[config.mk]
export PLATFORM = sky130hd
export DESIGN_NAME = spim_top
export DESIGN_NICKNAME = d
export VERILOG_FILES = /design/src/rtl/spim_pkg.sv /design/src/rtl/spim_clkdiv.sv /design/src/rtl/spim_engine.sv /design/src/rtl/spim_top.sv
export SDC_FILE = /design/constraint.sdc
export NUM_CORES = 1
export LEC_CHECK = 0
export BUFFER_PORTS_ARGS = -buffer_cell sky130_fd_sc_hd__buf_4
export CAP_MARGIN = 15
export CORE_MARGIN = 2
export CORE_UTILIZATION = 55
export CTS_BUF_LIST = sky130_fd_sc_hd__clkbuf_2
export CTS_CLUSTER_SIZE = 12
export DETAILED_ROUTE_END_ITERATION = 10
export GPL_TIMING_DRIVEN = 0
export PLACE_DENSITY = 0.78
export SYNTH_ARGS = -nofsm -noshare
export SYNTH_HDL_FRONTEND = slang
export SYNTH_SLANG_ARGS = --single-unit
[constraint.sdc]
create_clock -name clk -period 5.5 [get_ports clk]
set_input_delay 1.1 -clock clk [delete_from_list [all_inputs] [get_ports clk]]
set_output_delay 1.1 -clock clk [all_outputs]
set_load 0.1 [all_outputs]
[src/rtl/spim_pkg.sv]
package spim_pkg;
    // register addresses
    localparam logic [2:0] ADDR_CTRL = 3'd0;
    localparam logic [2:0] ADDR_STAT = 3'd1;
    localparam logic [2:0] ADDR_SEL  = 3'd2;
    localparam logic [2:0] ADDR_DIV  = 3'd3;
    localparam logic [2:0] ADDR_TX   = 3'd4;
    localparam logic [2:0] ADDR_RX   = 3'd5;

    // control register bit positions
    localparam int C_EN    = 0;
    localparam int C_CPOL  = 1;
    localparam int C_CPHA  = 2;
    localparam int C_LSB   = 3;
    localparam int C_WIDE  = 4;
    localparam int C_SLAST = 5;
    localparam int C_KEEP  = 6;
    localparam int C_RXS   = 7;

    // status register bit positions
    localparam int S_TXE  = 0;
    localparam int S_RXF  = 1;
    localparam int S_BUSY = 2;
    localparam int S_OVF  = 3;
    localparam int S_UDR  = 4;

    // select register: level bits start here
    localparam int SEL_VAL_LSB = 8;

    typedef struct packed {
        logic en;
        logic cpol;
        logic cpha;
        logic lsb;
        logic wide;
        logic slast;
        logic keep;
        logic rxs;
    } ctrl_t;
endpackage

[src/rtl/spim_clkdiv.sv]
module spim_clkdiv #(
    parameter int DIV_W = 16
) (
    input  logic             clk,
    input  logic             rst_n,
    input  logic             run,
    input  logic [DIV_W-1:0] div,
    output logic             tick
);
    localparam logic [DIV_W-1:0] MIN_HALF = DIV_W'(2);

    logic [DIV_W-1:0] cnt_d, cnt_q;
    logic [DIV_W-1:0] eff;

    always_comb begin
        eff   = (div < MIN_HALF) ? MIN_HALF : div;
        cnt_d = cnt_q;
        tick  = 1'b0;
        if (!run) begin
            cnt_d = '0;
        end else if (cnt_q == eff - DIV_W'(1)) begin
            tick  = 1'b1;
            cnt_d = '0;
        end else begin
            cnt_d = cnt_q + DIV_W'(1);
        end
    end

    always_ff @(posedge clk or negedge rst_n) begin
        if (!rst_n) cnt_q <= '0;
        else        cnt_q <= cnt_d;
    end
endmodule

[src/rtl/spim_engine.sv]
module spim_engine #(
    parameter int WORD_W = 16
) (
    input  logic              clk,
    input  logic              rst_n,
    input  logic              abort,
    input  logic              start,
    input  logic [WORD_W-1:0] start_word,
    input  logic              lsb,
    input  logic              wide,
    input  logic              cpha,
    input  logic              tick,
    input  logic              miso,
    output logic              busy,
    output logic              sclk_act,
    output logic              mosi,
    output logic              done,
    output logic [WORD_W-1:0] rx_word
);
    localparam int HALF_W = WORD_W / 2;
    localparam int CNT_W  = $clog2(WORD_W);

    typedef struct packed {
        logic              busy;
        logic              half;
        logic [CNT_W-1:0]  bitn;
        logic [WORD_W-1:0] sh;
        logic [WORD_W-1:0] rx;
        logic              mosi;
    } eng_t;

    eng_t s_d, s_q;
    logic [CNT_W-1:0]  last_bit;
    logic [WORD_W-1:0] sh_next;

    function automatic logic lead_bit(input logic [WORD_W-1:0] w, input logic l, input logic wd);
        if (l)       return w[0];
        else if (wd) return w[WORD_W-1];
        else         return w[HALF_W-1];
    endfunction

    always_comb begin
        last_bit = wide ? CNT_W'(WORD_W-1) : CNT_W'(HALF_W-1);
        sh_next  = lsb ? {1'b0, s_q.sh[WORD_W-1:1]} : {s_q.sh[WORD_W-2:0], 1'b0};
        done     = 1'b0;
        s_d      = s_q;
        if (abort) begin
            s_d.busy = 1'b0;
            s_d.half = 1'b0;
        end else if (start) begin
            s_d.busy = 1'b1;
            s_d.half = 1'b0;
            s_d.bitn = '0;
            s_d.sh   = start_word;
            s_d.rx   = '0;
            s_d.mosi = lead_bit(start_word, lsb, wide);
        end else if (s_q.busy && tick) begin
            if (!s_q.half) begin
                s_d.half = 1'b1;
                s_d.rx   = lsb ? {miso, s_q.rx[WORD_W-1:1]} : {s_q.rx[WORD_W-2:0], miso};
            end else begin
                s_d.half = 1'b0;
                if (s_q.bitn == last_bit) begin
                    s_d.busy = 1'b0;
                    done     = 1'b1;
                end else begin
                    s_d.bitn = s_q.bitn + CNT_W'(1);
                    s_d.sh   = sh_next;
                    s_d.mosi = lead_bit(sh_next, lsb, wide);
                end
            end
        end
    end

    always_ff @(posedge clk or negedge rst_n) begin
        if (!rst_n) s_q <= '0;
        else        s_q <= s_d;
    end

    always_comb begin
        if (wide)     rx_word = s_q.rx;
        else if (lsb) rx_word = {{(WORD_W-HALF_W){1'b0}}, s_q.rx[WORD_W-1:HALF_W]};
        else          rx_word = {{(WORD_W-HALF_W){1'b0}}, s_q.rx[HALF_W-1:0]};
    end

    assign busy     = s_q.busy;
    assign sclk_act = s_q.busy & (s_q.half ^ cpha);
    assign mosi     = s_q.mosi;

    // a start request only arrives while idle
    a_r3_start_when_idle: assert property (@(posedge clk) disable iff (!rst_n)
        start |-> !s_q.busy);

    // the clock phase only moves on a divider tick
    a_r2_half_holds: assert property (@(posedge clk) disable iff (!rst_n)
        s_q.busy && $past(s_q.busy) && !$past(tick) |-> $stable(s_q.half));
endmodule

[src/rtl/spim_top.sv]
module spim_top #(
    parameter int WORD_W = 16,
    parameter int NUM_SS = 4,
    parameter int DIV_W  = 16
) (
    input  logic              clk,
    input  logic              rst_n,
    input  logic              bus_sel,
    input  logic              bus_wr,
    input  logic              bus_rd,
    input  logic [2:0]        bus_addr,
    input  logic [WORD_W-1:0] bus_wdata,
    output logic [WORD_W-1:0] bus_rdata,
    output logic              irq,
    output logic              sclk,
    output logic              mosi,
    input  logic              miso,
    output logic [NUM_SS-1:0] ss_n
);
    import spim_pkg::*;

    localparam logic [DIV_W-1:0] DIV_RST = DIV_W'(4);

    typedef struct packed {
        ctrl_t             c;
        logic [NUM_SS-1:0] sel_en;
        logic [NUM_SS-1:0] sel_val;
        logic [DIV_W-1:0]  div;
        logic [WORD_W-1:0] txbuf;
        logic [WORD_W-1:0] rxbuf;
        logic [WORD_W-1:0] last;
        logic              tx_empty;
        logic              rx_full;
        logic              ovf;
        logic              udr;
    } regs_t;

    regs_t r_d, r_q;

    logic              wr_ctrl, wr_stat, wr_sel, wr_div, wr_tx, rd_rx;
    logic              eng_start, eng_busy, eng_done, eng_act, tick;
    logic              full_now;
    logic [WORD_W-1:0] start_word, eng_rx;

    spim_clkdiv #(.DIV_W(DIV_W)) u_div (
        .clk  (clk),
        .rst_n(rst_n),
        .run  (eng_busy),
        .div  (r_q.div),
        .tick (tick)
    );

    spim_engine #(.WORD_W(WORD_W)) u_eng (
        .clk       (clk),
        .rst_n     (rst_n),
        .abort     (!r_q.c.en),
        .start     (eng_start),
        .start_word(start_word),
        .lsb       (r_q.c.lsb),
        .wide      (r_q.c.wide),
        .cpha      (r_q.c.cpha),
        .tick      (tick),
        .miso      (miso),
        .busy      (eng_busy),
        .sclk_act  (eng_act),
        .mosi      (mosi),
        .done      (eng_done),
        .rx_word   (eng_rx)
    );

    always_comb begin
        wr_ctrl = bus_sel && bus_wr && (bus_addr == ADDR_CTRL);
        wr_stat = bus_sel && bus_wr && (bus_addr == ADDR_STAT);
        wr_sel  = bus_sel && bus_wr && (bus_addr == ADDR_SEL);
        wr_div  = bus_sel && bus_wr && (bus_addr == ADDR_DIV);
        wr_tx   = bus_sel && bus_wr && (bus_addr == ADDR_TX);
        rd_rx   = bus_sel && bus_rd && (bus_addr == ADDR_RX);

        eng_start = r_q.c.en && !eng_busy &&
                    (r_q.c.rxs ? rd_rx : !r_q.tx_empty);
        if (!r_q.tx_empty)    start_word = r_q.txbuf;
        else if (r_q.c.slast) start_word = r_q.last;
        else                  start_word = '0;

        r_d = r_q;

        // word start: take the buffer or record an underrun
        if (eng_start) begin
            if (!r_q.tx_empty) begin
                r_d.tx_empty = 1'b1;
                r_d.last     = r_q.txbuf;
            end else begin
                r_d.udr = 1'b1;
            end
        end

        if (rd_rx) r_d.rx_full = 1'b0;

        // write-one-to-clear of the sticky bits
        if (wr_stat) begin
            if (bus_wdata[S_OVF]) r_d.ovf = 1'b0;
            if (bus_wdata[S_UDR]) r_d.udr = 1'b0;
        end

        // word end: deposit or apply the full-buffer policy
        full_now = r_q.rx_full && !rd_rx;
        if (eng_done) begin
            if (full_now) r_d.ovf = 1'b1;
            if (!full_now || r_q.c.keep) begin
                r_d.rxbuf   = eng_rx;
                r_d.rx_full = 1'b1;
            end
        end

        if (wr_tx) begin
            r_d.txbuf    = bus_wdata;
            r_d.tx_empty = 1'b0;
        end
        if (wr_ctrl) begin
            r_d.c.en    = bus_wdata[C_EN];
            r_d.c.cpol  = bus_wdata[C_CPOL];
            r_d.c.cpha  = bus_wdata[C_CPHA];
            r_d.c.lsb   = bus_wdata[C_LSB];
            r_d.c.wide  = bus_wdata[C_WIDE];
            r_d.c.slast = bus_wdata[C_SLAST];
            r_d.c.keep  = bus_wdata[C_KEEP];
            r_d.c.rxs   = bus_wdata[C_RXS];
        end
        if (wr_sel) begin
            r_d.sel_en  = bus_wdata[NUM_SS-1:0];
            r_d.sel_val = bus_wdata[SEL_VAL_LSB +: NUM_SS];
        end
        if (wr_div) r_d.div = bus_wdata[DIV_W-1:0];
    end

    always_ff @(posedge clk or negedge rst_n) begin
        if (!rst_n) begin
            r_q          <= '0;
            r_q.div      <= DIV_RST;
            r_q.tx_empty <= 1'b1;
        end else begin
            r_q <= r_d;
        end
    end

    // read mux
    always_comb begin
        bus_rdata = '0;
        case (bus_addr)
            ADDR_CTRL: begin
                bus_rdata[C_EN]    = r_q.c.en;
                bus_rdata[C_CPOL]  = r_q.c.cpol;
                bus_rdata[C_CPHA]  = r_q.c.cpha;
                bus_rdata[C_LSB]   = r_q.c.lsb;
                bus_rdata[C_WIDE]  = r_q.c.wide;
                bus_rdata[C_SLAST] = r_q.c.slast;
                bus_rdata[C_KEEP]  = r_q.c.keep;
                bus_rdata[C_RXS]   = r_q.c.rxs;
            end
            ADDR_STAT: begin
                bus_rdata[S_TXE]  = r_q.tx_empty;
                bus_rdata[S_RXF]  = r_q.rx_full;
                bus_rdata[S_BUSY] = eng_busy;
                bus_rdata[S_OVF]  = r_q.ovf;
                bus_rdata[S_UDR]  = r_q.udr;
            end
            ADDR_SEL: begin
                bus_rdata[NUM_SS-1:0]           = r_q.sel_en;
                bus_rdata[SEL_VAL_LSB +: NUM_SS] = r_q.sel_val;
            end
            ADDR_DIV: bus_rdata[DIV_W-1:0] = r_q.div;
            ADDR_TX:  bus_rdata = r_q.txbuf;
            ADDR_RX:  bus_rdata = r_q.rxbuf;
            default:  bus_rdata = '0;
        endcase
    end

    genvar gi;
    generate
        for (gi = 0; gi < NUM_SS; gi++) begin : g_ss
            assign ss_n[gi] = r_q.sel_en[gi] ? r_q.sel_val[gi] : 1'b1;
        end
    endgenerate

    assign sclk = r_q.c.cpol ^ eng_act;
    assign irq  = r_q.c.en & (r_q.c.rxs ? r_q.rx_full : r_q.tx_empty);

    // a finished word leaves the receive buffer full
    a_r4_done_fills: assert property (@(posedge clk) disable iff (!rst_n)
        eng_done |=> r_q.rx_full);

    // overflow stays set until a one is written to it
    a_r8_ovf_sticky: assert property (@(posedge clk) disable iff (!rst_n)
        r_q.ovf && !(wr_stat && bus_wdata[S_OVF]) |=> r_q.ovf);

    // a transmit write removes the request in the next cycle
    a_r6_write_drops_irq: assert property (@(posedge clk) disable iff (!rst_n)
        wr_tx && !r_q.c.rxs |=> !irq);

    // a start from an empty buffer flags underrun
    a_r10_underrun: assert property (@(posedge clk) disable iff (!rst_n)
        eng_start && r_q.tx_empty |=> r_q.udr);

    // with the block disabled the clock rests at the polarity level
    a_r11_rest_level: assert property (@(posedge clk) disable iff (!rst_n)
        !r_q.c.en && !$past(r_q.c.en) |-> sclk == r_q.c.cpol);
endmodule

==> results of run 1 <==
[placed cells by master, fill, tap and decap left out, types with 20 or more instances in the layout]
cell,n
buf_4,51
dfrtp_1,137
nor2_1,51
nand2_1,54
clkbuf_1,35
clkbuf_2,20
mux2i_1,68
mux2_2,79
[where the power goes]
| part | total, W | internal [W] | switching (W) |
|---|---|---|---|
| registers | 0.00149 | 0.00125 | 0.000244 |
| clock network | 0.000702 | 0.000299 | 0.000403 |
| logic | 0.00114 | 0.000446 | 0.000690 |
[flip-flops by register name, summed over array words and instances (netlist names)]
register	flops
u_eng.s_q	37
u_eng.busy	1
u_div.cnt_q	16
u_eng.mosi	1
r_q	84
[worst paths after layout]
path | endpoint | cells after the start | start
max reg2reg | u_eng.s_q[35] | 16 | r_q[53]
max in group asynchronous | r_q[54] | 2 | rst_n
min in group clk | r_q[1] | 2 | r_q[1]
min | u_eng.s_q[22] | 1 | rst_n
max | u_eng.s_q[35] | 16 | r_q[53]
min reg2reg | r_q[1] | 2 | r_q[1]
[cells by family after synthesis]
logic type | after synthesis | share of synthesized area [%]
buf+inv | 66 | 3.75
fa+ha+maj | 3 | 0.500
simple gates | 199 | 13.2
flops | 139 | 46.3
mux | 151 | 22.1
compound gates | 106 | 10.5
xor+xnor | 31 | 3.61
[layer usage]
metal | vias to the layer above | part of all wire [%] | track usage, %
li1 | 2689 | - | -
met1 | 3069 | 43 | 40.3
met2 | 268 | 48 | 44.5
met3 | 32 | 7.5 | 7.38
met4 | 0 | 1.7 | 7.92
met5 | - | 0 | 0
[critical path, delay by kind of cell (launching register included)]
family / cells / cell delay, ns
AND/OR/NAND/NOR: 8 / 2.61
AO/OA/AOI/OAI: 4 / 0.92
adder cells (fa/ha/maj): 1 / 0.23
buffers and inverters: 3 / 0.79
flip-flops: 1 / 0.51
[metrics by stage]
step                      util [%]  cells
after floorplan                  -    695
after global placement        60.7    917
after detailed placement      61.0    918
after CTS                     63.1    950
after global routing          63.6    957
final                         63.6    957
[cell type report]
type                            count  area share [%]
Multi-Input combinational cell    490            44.5
Sequential cell                   139            41.2
Timing Repair Buffer               53            4.96
Tap cell                          176            2.61
Buffer                             47            2.53
Clock inverter                     15            2.34
Clock buffer                       17            1.01
Inverter                           19           0.844
Antenna cell                        1          0.0296
[what timing repair did]
| item | in CTS | in global routing |
|---|---|---|
| endpoints found under the setup margin | 6 | 20 |
| pin swaps | 0 | 1 |
| buffers inserted | 0 | 5 |
| resized for setup | 1 | 8 |
==> key figures, run 1 <==
Routing
  – Average wire per standard cell: 21.1 µm
  – DRT antenna net count: 0
  – Initial detailed-routing violation count: 654
  – Via count: 6058
  – Final wirelength: 20200 µm
  – Drt pass-1 iters: 7
  – DR vias/cell: 6.33
  – # DRC: 0

Run
  – Max-cap violations: 0

CTS
  – Hold-fix buffers, CTS: 0
  – Clock Path Buffers: 2
  – Clock Sinks: 139
  – Clock-pin slew on the worst setup and hold paths: 0.21 ns
  – Clk root buf: clkbuf_2
  – H-tree depth: 4
  – Clk_lat worst skew: 0.76 ns
  – CTS tree: yes
  – Num CTS Buffers: 17

STA
  – Hold_ws: 0.298 ns
  – Clock skew: 0.0287 ns
  – Unrepaired setup endpoints after global routing: false
  – Hold Fails Final Rpt: 0
  – Final Critical Period: 5.15 ns
  – Final worst setup slack: 0.347 ns
  – Ratio of final minimum period to clock period: 93.7%
  – Setup violators final: 0
  – Slew Limit Fails: 0
  – Setup tns final: 0 ns
  – Max-slew headroom: 40.1%
  – Slew @ Worst Pin: 0.895 ns
  – Fmax: 194 MHz

Synthesis
  – Synth Instances: 695
  – Netlist cell types: 60
  – Synth area leader: dfrtp_1
  – Post-synth top cells: dfrtp_1, mux2_2, mux2i_1
  – Seq/Total Area, Yosys: 46.3%
  – Synth Area per Inst: 10.8 µm²
  – Most frequent cell after synthesis: dfrtp_1
  – Ys async rst share: 100%
  – Synth area leaders: dfrtp_1, mux2_2, mux2i_1, nand2_1, nor2_1
  – Post-synth EDFFs: 0
  – Yosys warnings: 0
  – Post-synth top area share: 45.6%
  – Post-synth top flop: dfrtp_1
  – Syn_nets: 723
  – Post-Syn Area: 7510 µm²
  – Yosys reg bits: 139

Power and ir drop
  – Static leakage: 3.75 nW
  – Pwr Density: 394 nW/µm²
  – VDD IR max: 0.281 mV
  – Design Power: 0.00333 W

Placement
  – Post-Place Setup Slack: -0.0186 ns
  – PortBufs: 46
  – Final HPWL DP: 14800 µm
  – Placed cell area: 8110 µm²
  – Routability cong.: 1.01

Layout
  – Sequential cell area: 3480 µm²
  – Multi-input gate area: 3760 µm²
  – # fillers: 1046
  – Synthesis-to-layout area growth: 12.5%
  – Share of cells above drive strength 1: 24.2%
  – Post-route cell area: 8450 µm²
  – Layout Nets: 795

Setup path
  – CP max stage cell: or4_1
  – CP Class: reg2reg
  – Register-to-register setup slack: 0.35 ns
  – Critical path cell sequence: or4_1, clkbuf_1, nor2_2, nand2_1, nand2_1, ha_1, or4b_1, nor4_1, a21oi_1, or4_4, a2111oi_4, nand3_2, clkbuf_2, clkbuf_2, o31ai_1, a21oi_1
  – CP max stage delay: 0.55 ns
  – Startpoint types: flip-flop
  – Critical-path maximum fanout: 10
  – CP required: 6.12 ns
  – Nature of the critical path endpoint: flip-flop
  – Crit path DAT: 5.77 ns

Global route
  – Remaining global-route overflow: 0
  – Initial antenna violation count: 1
  – Largest net degree at the start of global routing: 78
  – First-pass GRT wire length: 31700 µm
  – GR Util All Layers: 28.7%
  – Vias in the first global route: 5740

Worst hold path
  – Hold WC Path Type: in2async

Status
  – Status: finished clean

Floorplanning
  – Row cnt: 42
  – # IOs: 48
  – Die Wd: 121 µm
  – DIE AREA: 14600 µm²
  – Die height: 121 µm
  – Total core area: 13300 µm²
  – Initial core utilization: 56.5%
Note: power is estimated with default switching activity, not from simulation.
==> run 2, diff against run 1 <==
Settings changed: CORE_ASPECT_RATIO from default to 0.9.
==> key figures, run 2 (synthesized netlist as in run 1, its figures left out) <==
Placement
  – Final HPWL DP: 14900 µm (+0.58%)
  – Routability cong.: 0.928 (-8.1%)
  – Placed cell count: 910 (-0.87%)
  – PortBufs: 46 (unchanged)

Setup path
  – CP required: 6.13 ns (about the same)
  – Reg-to-reg startpoint: r_q[53]
  – Bufs and invs on worst path: 3 (unchanged)
  – Worst Setup SP: r_q[53]
  – Nature of the critical path endpoint: flip-flop
  – CP endpoint: u_eng.s_q[35]
  – Critical-path maximum fanout: 10 (unchanged)
  – Critical Path Stages: 16 (unchanged)
  – Startpoint types: flip-flop
  – R2R depth: 16 (unchanged)
  – Top delay family on crit path: simple AND/OR/NAND/NOR gates
  – Worst r2r dst: u_eng.s_q[35]
  – Critical path cell sequence: or4_1, clkbuf_1, nor2_1, nand2_1, nand2_1, ha_1, or4b_1, nor4_1, a21oi_1, or4_4, a2111oi_4, nand3_2, clkbuf_1, clkbuf_2, o31ai_1, a21oi_1
  – CP Class: reg2reg
  – CP max stage delay: 0.55 ns (about the same)
  – Register-to-register setup slack: 0.19 ns (-0.16 ns)
  – CP max stage cell: or4_4
  – Crit path DAT: 5.95 ns (+0.18 ns)

STA
  – Final Critical Period: 5.31 ns (+0.158 ns)
  – Slew Limit Fails: 0 (unchanged)
  – Hold Fails Final Rpt: 0 (unchanged)
  – Max-slew headroom: 39.8% (-0.30 points)
  – Setup violators final: 0 (unchanged)
  – Unrepaired setup endpoints after global routing: false
  – Ratio of final minimum period to clock period: 96.6% (+2.9 points)
  – Fmax: 188 MHz (-3.0%)
  – Slew @ Worst Pin: 0.900 ns (+0.00443 ns)
  – Clock skew: 0.0260 ns (-0.00269 ns)
  – Setup tns final: 0 ns (unchanged)

Floorplanning
  – # IOs: 48 (unchanged)
  – Total core area: 13400 µm² (+0.51%)
  – Initial core utilization: 56.2% (-0.29 points)
  – Row cnt: 40 (-4.8%)
  – DIE AREA: 14600 µm² (about the same)
  – Die height: 115 µm (-5.0%)
  – Die Wd: 127 µm (+5.2%)

Power and ir drop
  – Gate power share: 33.8% (-0.3 points)
  – P_sw: 0.00134 W (+0.45%)
  – VDD IR max: 0.288 mV (+2.7%)
  – Switch share: 39.8% (-0.42 points)
  – Pwr Density: 401 nW/µm² (+1.9%)
  – Static leakage: 3.73 nW (-0.57%)
  – Flop pwr share: 44.1% (-0.7 points)
  – Clk network pwr share: 22.2% (+1.1 points)
  – Cell internal pwr: 0.00203 W (+2.2%)

Routing
  – Final wirelength: 20300 µm (+0.74%)
  – Drt pass-1 iters: 8 (+1)
  – Met1 Wirelength: 8760 µm (+0.48%)
  – Average wire per standard cell: 21.5 µm (+2.2%)
  – DR vias/cell: 6.44 (+1.7%)
  – Metal3 WL: 1720 µm (+14%)
  – Via count: 6073 (+0.25%)
  – Initial detailed-routing violation count: 670 (+2.4%)
  – Metal2 WL: 9220 µm (-3.8%)
  – # DRC: 0 (unchanged)
  – Highest routed metal layer: met4
  – DRT antenna net count: 0 (unchanged)

CTS
  – Clk root buf: clkbuf_2
  – Setup repair bufs after CTS: 0 (unchanged)
  – Clock Sinks: 139 (unchanged)
  – H-tree depth: 4 (unchanged)
  – Clock-pin slew on the worst setup and hold paths: 0.22 ns (about the same)
  – Num CTS Buffers: 17 (unchanged)
  – CTS tree: yes
  – Clk_lat worst skew: 0.75 ns (about the same)
  – Clock Path Buffers: 2 (unchanged)

Layout
  – Commonest non-fill, non-tap cell in the layout: dfrtp_1
  – Layout Nets: 789 (-0.75%)
  – Most flops, register: r_q
  – Post-Layout Cell Count: 943 (-1.5%)
  – Max reg flops: 84 (unchanged)
  – Most frequent cells in the layout: dfrtp_1, mux2_2, mux2i_1
  – Share of cells above drive strength 1: 23.5% (-0.72 points)
  – Largest registers: r_q x84, u_eng.s_q x37, u_div.cnt_q x16
  – Synthesis-to-layout area growth: 12.1%

Run
  – Max-cap violations: 0 (unchanged)

Worst hold path
  – Hold WC Path Type: in2async

Global route
  – Initial antenna violation count: 0 (-1)
  – Largest net degree at the start of global routing: 100 (+28%)
  – Remaining global-route overflow: 0 (unchanged)
  – GR Util All Layers: 29.4% (+0.65 points)
  – First-pass GRT wire length: 32700 µm (+3.3%)
  – Vias in the first global route: 6015 (+4.8%)

Status
  – Status: finished clean
## run 2: cell count changes in the layout (fill, tap and decap cells not counted), sizes merged
cell,previous run,this run
buf,62,56
bufinv,4,5
clkinv,8,6
inv,20,21
## run 2: worst min-delay path by stage
stage	from	end	slack [ns]	cells after the start
final	rst_n	u_eng.s_q[36]	0.23	1
after global routing	rst_n	u_eng.s_q[36]	0.18	1
after CTS	rst_n	u_eng.s_q[34]	0.21	1
after detailed placement	r_q[4]	r_q[4]	0.50	1
after global placement	r_q[4]	r_q[4]	0.49	1
after floorplan	r_q[1]	r_q[1]	0.45	2
## run 2: timing repair
item	CTS	global route
hold buffers	0	0
hold endpoints to repair	0	0
setup endpoints to repair	12	14
gates resized for setup	1	3
## run 2: metal layers
| metal | global-route usage [%] | vias up |
|---|---|---|
| li1 | - | 2664 |
| met5 | 0 | - |
| met2 | 44.5 | 301 |
| met3 | 7.12 | 49 |
| met4 | 10.8 | 0 |
| met1 | 41.5 | 3059 |
## run 2: final cells by class
class	instances	area, µm²
Antenna cell	1	2.50
Buffer	46	208
Clock buffer	17	85.1
Clock inverter	15	220
Fill cell	1065	4940
Inverter	19	71.3
Multi-Input combinational cell	490	3760
Sequential cell	139	3480
Tap cell	168	210
Timing Repair Buffer	48	382
## run 2: through the flow
stage	hold WS [ns]	setup slack [ns]	total power (W)	util (%)	area [µm²]
after global routing	0.183	0.00626	0.00354	63.0	8420
after detailed placement	0.497	-0.0495	0.00262	60.6	8100
after CTS	0.207	0.216	0.00337	62.9	8410
final	0.226	0.189	0.00338	63.0	8420
after global placement	0.488	0.144	0.00256	60.4	8070
after floorplan	0.449	0.284	0.00229	-	7510
## run 2: power groups by stage
stage	Clock (W)	Combinational (W)	Sequential (W)
3_3_place_gp	0	0.00108	0.00148
6_report	0.000748	0.00114	0.00149
4_1_cts	0.000757	0.00113	0.00148
5_1_grt	0.000800	0.00123	0.00152
3_5_place_dp	0	0.00112	0.00150
2_1_floorplan	0	0.000862	0.00143
